===== src/rtl/wdog_pkg.sv =====
package wdog_pkg;

   localparam logic [11:0] OFS_LOAD  = 12'h000;
   localparam logic [11:0] OFS_COUNT = 12'h004;
   localparam logic [11:0] OFS_CTRL  = 12'h008;
   localparam logic [11:0] OFS_ICLR  = 12'h00C;
   localparam logic [11:0] OFS_RAW   = 12'h010;
   localparam logic [11:0] OFS_MASK  = 12'h014;
   localparam logic [11:0] OFS_LOCK  = 12'hC00;

   typedef enum logic [2:0] {
      SEL_NONE, SEL_LOAD, SEL_COUNT, SEL_CTRL,
      SEL_ICLR, SEL_RAW, SEL_MASK, SEL_LOCK
   } wd_reg_e;

   typedef struct packed {
      logic rst_en;
      logic run;
   } wd_ctrl_t;

   function automatic wd_reg_e wd_decode(input logic [11:0] a);
      case (a)
         OFS_LOAD:  return SEL_LOAD;
         OFS_COUNT: return SEL_COUNT;
         OFS_CTRL:  return SEL_CTRL;
         OFS_ICLR:  return SEL_ICLR;
         OFS_RAW:   return SEL_RAW;
         OFS_MASK:  return SEL_MASK;
         OFS_LOCK:  return SEL_LOCK;
         default:   return SEL_NONE;
      endcase
   endfunction

endpackage


===== src/rtl/wdog_regs.sv =====
module wdog_regs
   import wdog_pkg::*;
#(
   parameter int          DATA_W     = 32,
   parameter int          ADDR_W     = 12,
   parameter logic [31:0] UNLOCK_KEY = 32'h1ACCE551
) (
   input  logic              clk,
   input  logic              rst_n,
   input  logic              sel,
   input  logic              we,
   input  logic [ADDR_W-1:0] addr,
   input  logic [DATA_W-1:0] wdata,
   output wd_reg_e           reg_id,
   output logic [DATA_W-1:0] load_q,
   output wd_ctrl_t          ctrl_q,
   output logic              lock_st,
   output logic              reload,
   output logic              clear,
   output logic [DATA_W-1:0] reload_val
);

   localparam logic [DATA_W-1:0] LOAD_INIT = '1;
   localparam logic [DATA_W-1:0] LOAD_MIN  = DATA_W'(1);

   logic hi_zero;
   generate
      if (ADDR_W > 12) begin : g_hi
         assign hi_zero = ~|addr[ADDR_W-1:12];
      end else begin : g_nohi
         assign hi_zero = 1'b1;
      end
   endgenerate

   assign reg_id = hi_zero ? wd_decode(addr[11:0]) : SEL_NONE;

   logic wr_any, wr_cfg;
   logic [DATA_W-1:0] load_clamped;

   assign wr_any       = sel & we;
   assign wr_cfg       = wr_any & ~lock_st;
   assign load_clamped = (wdata == '0) ? LOAD_MIN : wdata;

   assign reload     = wr_cfg & ((reg_id == SEL_LOAD) | (reg_id == SEL_ICLR));
   assign clear      = wr_cfg & (reg_id == SEL_ICLR);
   assign reload_val = (reg_id == SEL_LOAD) ? load_clamped : load_q;

   always_ff @(posedge clk or negedge rst_n) begin
      if (!rst_n) begin
         lock_st <= 1'b0;
         load_q  <= LOAD_INIT;
         ctrl_q  <= '0;
      end else begin
         if (wr_any && reg_id == SEL_LOCK)
            lock_st <= (wdata != DATA_W'(UNLOCK_KEY));
         if (wr_cfg && reg_id == SEL_LOAD)
            load_q <= load_clamped;
         if (wr_cfg && reg_id == SEL_CTRL)
            ctrl_q <= wd_ctrl_t'(wdata[1:0]);
      end
   end

endmodule


===== src/rtl/wdog_core.sv =====
module wdog_core #(
   parameter int DATA_W = 32
) (
   input  logic              clk,
   input  logic              rst_n,
   input  logic              run,
   input  logic              rst_en,
   input  logic              reload,
   input  logic              clear,
   input  logic [DATA_W-1:0] reload_val,
   input  logic [DATA_W-1:0] load_q,
   output logic [DATA_W-1:0] cnt,
   output logic              raw,
   output logic              wd_rst
);

   localparam logic [DATA_W-1:0] CNT_INIT = '1;

   logic expired;
   assign expired = run & (cnt == '0);

   always_ff @(posedge clk or negedge rst_n) begin
      if (!rst_n) begin
         cnt    <= CNT_INIT;
         raw    <= 1'b0;
         wd_rst <= 1'b0;
      end else if (reload) begin
         cnt <= reload_val;
         if (clear)
            raw <= 1'b0;
      end else if (expired) begin
         cnt <= load_q;
         if (!raw)
            raw <= 1'b1;
         else if (rst_en)
            wd_rst <= 1'b1;
      end else if (run) begin
         cnt <= cnt - DATA_W'(1);
      end
   end

endmodule


===== src/rtl/wdog_twostage.sv =====
module wdog_twostage
   import wdog_pkg::*;
#(
   parameter int          DATA_W     = 32,
   parameter int          ADDR_W     = 12,
   parameter logic [31:0] UNLOCK_KEY = 32'h1ACCE551,
   parameter bit          RDATA_REG  = 1'b0
) (
   input  logic              clk,
   input  logic              rst_n,
   input  logic              bus_sel,
   input  logic              bus_we,
   input  logic [ADDR_W-1:0] bus_addr,
   input  logic [DATA_W-1:0] bus_wdata,
   output logic [DATA_W-1:0] bus_rdata,
   output logic              irq,
   output logic              wdog_rst
);

   generate
      if (DATA_W != 32) begin : g_bad_dw
         $error("wdog_twostage: DATA_W must be 32");
      end
      if (ADDR_W < 12) begin : g_bad_aw
         $error("wdog_twostage: ADDR_W must be at least 12");
      end
   endgenerate

   wd_reg_e           reg_id;
   logic [DATA_W-1:0] load_q, reload_val, cnt;
   wd_ctrl_t          ctrl_q;
   logic              lock_st, reload, clear, raw;

   wdog_regs #(
      .DATA_W(DATA_W), .ADDR_W(ADDR_W), .UNLOCK_KEY(UNLOCK_KEY)
   ) u_regs (
      .clk(clk), .rst_n(rst_n), .sel(bus_sel), .we(bus_we),
      .addr(bus_addr), .wdata(bus_wdata), .reg_id(reg_id),
      .load_q(load_q), .ctrl_q(ctrl_q), .lock_st(lock_st),
      .reload(reload), .clear(clear), .reload_val(reload_val)
   );

   wdog_core #(.DATA_W(DATA_W)) u_core (
      .clk(clk), .rst_n(rst_n), .run(ctrl_q.run), .rst_en(ctrl_q.rst_en),
      .reload(reload), .clear(clear), .reload_val(reload_val),
      .load_q(load_q), .cnt(cnt), .raw(raw), .wd_rst(wdog_rst)
   );

   logic masked;
   assign masked = raw & ctrl_q.run;
   assign irq    = masked;

   logic [DATA_W-1:0] rd_next;
   always_comb begin
      unique case (reg_id)
         SEL_LOAD:  rd_next = load_q;
         SEL_COUNT: rd_next = cnt;
         SEL_CTRL:  rd_next = DATA_W'(ctrl_q);
         SEL_RAW:   rd_next = DATA_W'(raw);
         SEL_MASK:  rd_next = DATA_W'(masked);
         SEL_LOCK:  rd_next = DATA_W'(lock_st);
         default:   rd_next = '0;
      endcase
   end

   generate
      if (RDATA_REG) begin : g_rd_flop
         always_ff @(posedge clk or negedge rst_n) begin
            if (!rst_n) bus_rdata <= '0;
            else        bus_rdata <= rd_next;
         end
      end else begin : g_rd_comb
         assign bus_rdata = rd_next;
      end
   endgenerate

endmodule


===== config.mk =====
export PLATFORM = sky130hd
export DESIGN_NAME = wdog_twostage
export DESIGN_NICKNAME = d
export VERILOG_FILES = /design/src/rtl/wdog_pkg.sv /design/src/rtl/wdog_regs.sv /design/src/rtl/wdog_core.sv /design/src/rtl/wdog_twostage.sv
export SDC_FILE = /design/constraint.sdc
export NUM_CORES = 1
export LEC_CHECK = 0
export CAP_MARGIN = 20
export CORE_MARGIN = 1
export CORE_UTILIZATION = 57
export CTS_CLUSTER_DIAMETER = 30
export DETAILED_ROUTE_END_ITERATION = 10
export DONT_BUFFER_PORTS = 1
export PLACE_DENSITY = 0.82
export SETUP_SLACK_MARGIN = 0.1
export SLEW_MARGIN = 20
export SYNTH_ARGS = -nofsm -noshare
export SYNTH_HDL_FRONTEND = slang
export SYNTH_SLANG_ARGS = --single-unit
export TNS_END_PERCENT = 1

===== constraint.sdc =====
create_clock -name clk -period 6.7 [get_ports clk]
set_input_delay 0.335 -clock clk [delete_from_list [all_inputs] [get_ports clk]]
set_output_delay 0.335 -clock clk [all_outputs]
set_load 0.02 [all_outputs]

==> impl_metrics.ini, run 1 <==
[synth]
synth_edf_count = 0
syn_area_um2 = 4990
ys_ff_latch = 69
netlist_top_cells_area = dfstp_2, nand2_1, a22o_1, mux2i_1, a21oi_1
synth_ff_type = dfstp_2
ys_seq_area_frac = 0.362
yosys.area.top_type = dfstp_2
yosysUniqueCellTypes = 73
postSynthAreaPerCell_um2 = 8.70
synth_top_area_frac = 0.337
synthArstFlopShare = 1.00
synthCells = 573
syn-num-nets = 623
yosysWarnings = 0

[clock_tree]
ctsLongestPathBuffers = 2
clk_latency_ns = 0.36
numCtsBuffers = 9
post_cts.repair.setup_buffers = 0
clkTransAtPathRegs_ns = 0.08
clock_tree.root_cell = clkbuf_8
htree_levels = 3
clkSinkCount = 69
cts_tree = yes

[critical_path]
crit_type = flop to output port
r2r_slack_ns = 3.50
reg2reg_to = u_core.cnt[10]
r2r_cells = 6
reg2reg_from = u_regs.ctrl_q[0]
crit_path_max_fanout = 23
worstPathArrival_ns = 2.88
cp.required_ns = 6.36
setup.worst_path.start_class = flop
cp-end-kind = output port

[final_layout]
final_nets = 605
fin_cells = 665
post-route-util = 0.628
final_cell_mix = nand2_1, dfstp_2, a22o_1
design_area_um2 = 5240
fillCellCount = 703
drive_gt1_frac = 0.202
antenna_cells = 0
layout.cells.most_common = nand2_1
synthToLayoutAreaGrowth_pct = 4.99

[grt]
grt_first_pass_wirelength_mm = 22.9
grt_overflow = 0
grt_max_degree = 70
grt_pass1_vias = 4555
grtUsageTotal = 0.333
antenna_found_initial = 0

[sta]
grt_setup_unrepaired = no
relSlewSlack = 0.423
setup_viol = 0
min_period_ns = 3.21
max_clock_freq_ghz = 0.311
finalHoldViolations = 0
finClkSkew_ns = 0.0149
timing.hold.ws_ns = 0.0499
drv_slew = 0
worst_pin_slew_ns = 0.865
finalCritPeriodShare = 0.480
fin_setup_tns_ns = 0

[place]
hpwlAfterDp_mm = 9.51
dpl_cell_area_um2 = 4980
portBuffers = 0
place.gp.congestion = 1.00
dp.cells = 647

[hold_path]
whs_path_depth = 2
holdPathEnd = u_regs.load_q[23]
hp-class = input pin to flop
hold_start = bus_wdata[23]

[routing]
via_count = 4721
initialDrtViolationCount = 420
first_pass_iters = 5
ant_nets = 0
viasPerCell = 7.10
drc = 0
wl_per_cell_um = 21.8
finalWirelength_mm = 14.5

[outcome]
outcome = complete, no violations

[power]
power.density_nw_per_um2 = 194
power_leakage_nw = 2.01
peakVddDrop_mv = 0.131

[die]
start_util = 0.598
ios = 82
die_h_um = 95.5
die-area_um2 = 9130
row_count = 33
chipWidth_um = 95.5
core_area_um2 = 8340

[job]
cap_viol_max_count = 0
==> report_power, final <==
| part | leakage (nW) | internal [mW] | switching, mW |
|---|---|---|---|
| registers | 0.723 | 0.471 | 0.0572 |
| clock network | 0.110 | 0.210 | 0.170 |
| logic | 1.18 | 0.0499 | 0.0586 |
==> registers in the layout (all words and copies together), names as in the netlist <==
| signal | flops |
|---|---|
| u_regs.load_q | 32 |
| u_regs.lock_st | 1 |
| u_core.wd_rst | 1 |
| u_core.cnt | 32 |
| u_regs.ctrl_q | 2 |
| u_core.raw | 1 |
==> synthesized netlist by cell type (3+ instances only) <==
| cell type | number |
|---|---|
| a211o_1 | 4 |
| a22o_1 | 30 |
| o21ai_1 | 12 |
| dfrtp_1 | 5 |
| nor2_1 | 25 |
| o21ai_0 | 17 |
| a211oi_1 | 5 |
| a22oi_1 | 7 |
| a21oi_1 | 25 |
| nor3_1 | 20 |
| nand3_1 | 14 |
| o221ai_1 | 6 |
| xnor2_1 | 4 |
| o211ai_1 | 5 |
| nand2_1 | 114 |
| xor2_1 | 6 |
| o31ai_1 | 3 |
| a221oi_1 | 7 |
| inv_1 | 8 |
| nand4_1 | 8 |
| buf_4 | 8 |
| mux2i_1 | 19 |
| and3_1 | 9 |
| or3_1 | 10 |
| nand3b_1 | 3 |
| o41ai_1 | 4 |
| clkbuf_1 | 17 |
| buf_2 | 11 |
| a21o_1 | 4 |
| dfstp_2 | 64 |
| mux2_2 | 7 |
| nor4_2 | 4 |
| or4_1 | 11 |
| mux2_1 | 6 |
| o21a_1 | 3 |
| nor4_1 | 18 |
| a31oi_1 | 3 |
==> worst max-delay path by stage <==
stage,start,endpoint,slack (ns),depth (start not counted)
final,u_regs.ctrl_q[0],bus_rdata[0],3.49,3
after detailed placement,u_regs.ctrl_q[0],u_core.cnt[10],3.65,6
after global routing,u_regs.ctrl_q[0],u_core.cnt[12],3.41,7
after global placement,bus_addr[9],bus_rdata[0],3.75,7
after CTS,u_regs.ctrl_q[0],bus_rdata[0],3.59,3
after floorplan,bus_addr[9],bus_rdata[0],4.26,7
==> metrics by stage <==
stage | setup slack [ns] | total power [mW]
after global routing | 3.41 | 1.06
after global placement | 3.75 | 0.622
final | 3.49 | 1.02
after detailed placement | 3.65 | 0.628
after floorplan | 4.26 | 0.599
after CTS | 3.59 | 1.02
==> repair_timing <==
| action | in CTS | in global routing |
|---|---|---|
| hold endpoints to repair | 69 | 0 |
| resized for setup | 0 | 0 |
| hold buffers | 2 | 0 |
==> worst max-delay path, stage by stage (launching register included) <==
cell and delay (ns):
dfrtp_1 0.91, inv_1 0.64, o21a_1 0.33, o31ai_1 0.63
==> cell type report <==
cell class | instances | area (um^2) | area share
clock inverter | 6 | 87.6 | 0.0167
clock buffer | 10 | 128 | 0.0244
sequential | 69 | 1810 | 0.345
multi-input combinational | 458 | 2960 | 0.566
timing repair buffer | 9 | 90.1 | 0.0172
inverter | 8 | 30.0 | 0.00573
tap | 105 | 131 | 0.0251
==> metal layers <==
layer  vias up  global-route usage  wire (um)
li1       2122                   -          -
met1      2250               0.425       5640
met2       301               0.526       6740
met3        48              0.0758       1600
met4         0               0.173        508
met5         -                   0          0
==> cell families after synthesis <==
family,synth area share
simple gates,0.271
compound gates,0.231
flops,0.362
buf+inv,0.0449
mux,0.0675
xor+xnor,0.0176
fa+ha+maj,0.00502
(Power assumes the default switching activity.)
==> inputs of run 2 (changes only) <==
PLACE_DENSITY = 0.85   (was 0.82)
clock period = 2.9 ns   (was 6.7 ns; I/O delays follow)
==> run 2 against run 1 <==
Effect of this change:
- critical path depth rose by 5
- combinational power rose to 2.9 times the previous value
- final cell count rose by 6.9%
- worst setup slack got worse by 3.2 ns
- total power rose to 2.5 times the previous value
- count of clock-buffer cells in the layout rose by 1
- sequential share of layout area fell by 2.9 points
- sequential power rose by 130%
- hold slack got worse by 0.048 ns
- sequential cell count did not move
- cell area rose by 9.3%
- clock power rose to 2.7 times the previous value
- critical path type is now flop to flop
- highest routed layer unchanged
==> impl_metrics.ini, run 2 (synthesis gave the netlist of run 1 again) <==
[outcome]
outcome = complete, no violations

[clock_tree]
ctsLongestPathBuffers = 2
htree_levels = 3
clk_latency_ns = 0.36
clkTransAtPathRegs_ns = 0.08
numCtsBuffers = 9
cts_tree = yes
clkSinkCount = 69
clock_tree.root_cell = clkbuf_8

[sta]
grt_setup_unrepaired = no
worst_pin_slew_ns = 0.754
finClkSkew_ns = 0.00728
finalHoldViolations = 0
min_period_ns = 2.64
fin_setup_tns_ns = 0
max_clock_freq_ghz = 0.379
setup_viol = 0
drv_slew = 0
relSlewSlack = 0.493
finalCritPeriodShare = 0.910

[final_layout]
largestRegisters = u_core.cnt (32), u_regs.load_q (32), u_regs.ctrl_q (2)
final_cell_mix = nand2_1, dfstp_2, dlygate4sd3_1
fillCellCount = 673
final_nets = 651
antenna_cells = 0
synthToLayoutAreaGrowth_pct = 14.7
layout.cells.most_common = nand2_1
drive_gt1_frac = 0.213

[die]
die-area_um2 = 9130
core_area_um2 = 8340
ios = 82
chipWidth_um = 95.5
row_count = 33
die_h_um = 95.5
start_util = 0.598

[critical_path]
crit_family = simple AND/OR/NAND/NOR gates
crit_slowest_cell = nor4b_1
setup.worst_path.start_class = flop
worstPathArrival_ns = 2.91
cp.required_ns = 3.17
cp_slowest_stage_delay_ns = 0.51
path_cells = inv_1 -> ha_1 -> nor4b_1 -> nand2_1 -> or4_1 -> a22oi_1 -> o311a_1 -> a21oi_1
crit_type = flop to flop
cp-end-kind = flop
path_buf_inv = 1
crit_path_max_fanout = 9

[routing]
finalWirelength_mm = 16.1
ant_nets = 0
viasPerCell = 7.01
first_pass_iters = 6
via_count = 4982
wl_per_cell_um = 22.6
drc = 0
initialDrtViolationCount = 417

[grt]
grt_overflow = 0
grtUsageTotal = 0.367
grt_first_pass_wirelength_mm = 25.2
grt_pass1_vias = 4672
antenna_found_initial = 0
grt_max_degree = 70

[power]
total_power_mw = 2.57
power.density_nw_per_um2 = 449
power_leakage_nw = 2.23
peakVddDrop_mv = 0.421

[place]
portBuffers = 0
hpwlAfterDp_mm = 10.4
place.gp.congestion = 0.959

[hold_path]
hp-class = input pin to flop

[job]
cap_viol_max_count = 0
## run 2: area by class of cell
cell class              instances  area [um^2]  share of cell area
multi-input cells             458         2970               0.519
clock buffers                  11          151              0.0265
repair buffers                 55          528              0.0923
flip-flops and latches         69         1810               0.316
well taps                     105          131              0.0230
inverters                       8         30.0             0.00525
clock inverters                 5          106              0.0186
## run 2: repair_timing
item | 4_1_cts | 5_1_grt
hold buffers | 34 | 0
endpoints found under the setup margin | 0 | 1
gates resized for setup | 0 | 1
setup buffers | 0 | 0
hold endpoints to repair | 110 | 0
## run 2: report_power, final
part / switching [mW] / internal, mW / total, mW
sequential: 0.139 / 1.09 / 1.23
clock: 0.412 / 0.620 / 1.03
combinational: 0.161 / 0.148 / 0.309
## run 2: routing by layer
metal	GRT usage	up-vias	wire (um)
li1	-	2236	-
met1	0.483	2412	6490
met2	0.599	292	7630
met3	0.0654	42	1510
met4	0.143	0	436
met5	0	-	0
## run 2: final timing paths
kind | end | slack [ns] | cells past startpoint | startpoint
min in group asynchronous | u_regs.ctrl_q[0] | 0.32 | 2 | rst_n
worst max-delay path | u_core.cnt[14] | 0.26 | 8 | u_core.cnt[0]
worst min register to register | u_regs.load_q[14] | 0.47 | 2 | u_regs.load_q[14]
worst min-delay path | u_core.cnt[23] | 0.002 | 2 | bus_wdata[23]
worst max register to register | u_core.cnt[14] | 0.26 | 8 | u_core.cnt[0]
max in group asynchronous | u_regs.load_q[9] | 2.22 | 2 | rst_n
## run 2: stage by stage
| step | cell area, um^2 | setup WS [ns] | hold slack (ns) | utilization | cells |
|---|---|---|---|---|---|
| after global placement | 5100 | 0.412 | -0.145 | 0.612 | 661 |
| after detailed placement | 5100 | 0.389 | -0.146 | 0.612 | 661 |
| final | 5720 | 0.260 | 0.00176 | 0.686 | 711 |
| after floorplan | 4990 | 0.740 | -0.151 | - | 573 |
| after CTS | 5720 | 0.290 | 0.00181 | 0.685 | 711 |
| after global routing | 5720 | 0.137 | 0.00733 | 0.686 | 711 |
==> inputs of run 3 (changes only) <==
PLACE_DENSITY = 0.82   (was 0.85)
clock period = 3.34 ns   (was 2.9 ns; I/O delays follow)
==> run 3 against run 2 <==
Effect of this change:
- total power down 17%
- via count decreased by 0.86%
- combinational power shrank 17%
- highest routed layer unchanged
==> impl_metrics.ini, run 3 (synthesis gave the netlist of run 1 again) <==
[die]
row_count = 33
ios = 82
die-area_um2 = 9130
chipWidth_um = 95.5
core_area_um2 = 8340
start_util = 0.598
die_h_um = 95.5

[critical_path]
worstPathArrival_ns = 3.05
crit_path_max_fanout = 14
crit_type = flop to flop
path_cells = or4_1 -> nor2_1 -> nand3_1 -> buf_4 -> nand2_1 -> o21ai_0 -> a221oi_1
crit_slowest_cell = or4_1
setup.worst_path.start_class = flop
cp-end-kind = flop
cp.required_ns = 3.59
cp_slowest_stage_delay_ns = 0.68

[place]
dp.cells = 652
hpwlAfterDp_mm = 10.3
place.gp.congestion = 0.974
portBuffers = 0

[grt]
grt_pass1_vias = 4803
grt_first_pass_wirelength_mm = 24.9
grt_overflow = 0
grtUsageTotal = 0.358
antenna_found_initial = 0
grt_max_degree = 70

[clock_tree]
htree_levels = 3
clkSinkCount = 69
clock_tree.root_cell = clkbuf_8
ctsLongestPathBuffers = 2
post_cts.repair.setup_buffers = 0
cts_tree = yes
clk_latency_ns = 0.36
numCtsBuffers = 9
clkTransAtPathRegs_ns = 0.08

[outcome]
outcome = complete, no violations

[final_layout]
fin_cells = 703
final_cell_mix = nand2_1, dfstp_2, dlygate4sd3_1
final_nets = 642
drive_gt1_frac = 0.198
synthToLayoutAreaGrowth_pct = 12.9
layout.cells.most_common = nand2_1
largestRegisters = u_core.cnt (32), u_regs.load_q (32), u_regs.ctrl_q (2)

[sta]
max_clock_freq_ghz = 0.357
grt_setup_unrepaired = no
relSlewSlack = 0.386
finalCritPeriodShare = 0.838
drv_slew = 0
timing.hold.ws_ns = 0.0103
worst_pin_slew_ns = 0.921
setup_viol = 0
finClkSkew_ns = 0.0145
finalHoldViolations = 0
min_period_ns = 2.80
fin_setup_tns_ns = 0

[routing]
initialDrtViolationCount = 423
drc = 0
via_count = 4939
finalWirelength_mm = 15.8
viasPerCell = 7.03
first_pass_iters = 5
wl_per_cell_um = 22.4
ant_nets = 0

[job]
cap_viol_max_count = 0

[power]
power.density_nw_per_um2 = 377
power_leakage_nw = 2.17
peakVddDrop_mv = 0.267

[hold_path]
hp-class = input pin to flop
-- run 3: worst paths after layout --
check,start,end,slack (ns),depth (start not counted)
max,u_core.cnt[19],u_core.cnt[2],0.54,7
min,bus_wdata[23],u_core.cnt[23],0.01,2
max reg2reg,u_core.cnt[19],u_core.cnt[2],0.54,7
min reg2reg,u_regs.load_q[12],u_regs.load_q[12],0.48,2
max in group asynchronous,rst_n,u_regs.load_q[14],2.62,2
min in group asynchronous,rst_n,u_core.raw,0.37,2
-- run 3: cell type report --
cell class | instances | area (um^2)
clock inverters | 5 | 83.8
well taps | 105 | 131
fillers | 669 | 2710
flip-flops and latches | 69 | 1810
multi-input cells | 458 | 2960
inverters | 8 | 30.0
diodes | 1 | 2.50
clock buffers | 11 | 141
repair buffers | 46 | 473
-- run 3: metrics by stage --
step	util	worst slack, ns	cell area [um^2]	power, mW
6_report	0.675	0.540	5630	2.12
2_1_floorplan	-	1.18	4990	1.20
5_1_grt	0.675	0.378	5630	2.19
3_3_place_gp	0.605	0.655	5050	1.26
4_1_cts	0.675	0.577	5630	2.11
3_5_place_dp	0.605	0.615	5050	1.27
-- run 3: power by group --
part	switching [mW]	total (mW)	internal, mW	leakage (nW)
Sequential	0.123	1.07	0.944	0.723
Combinational	0.131	0.258	0.127	1.34
Clock	0.351	0.795	0.444	0.106
-- run 3: worst max-delay path, delay by kind of cell (launching register included) --
kind	cells	cell delay, ns
simple gates	4	1.55
flops	1	0.39
compound gates	2	0.39
buf+inv	1	0.37
-- run 3: what timing repair did --
item	4_1_cts	5_1_grt
hold endpoints to repair	105	0
hold buffers	34	0
gates resized for setup	0	0
-- run 3: per-layer routing --
layer  GRT usage  vias up  routed length [um]
met3      0.0877       40                1620
li1            -     2211                   -
met4       0.157        0                 413
met1       0.471     2381                6430
met5           0        -                   0
met2       0.560      307                7310
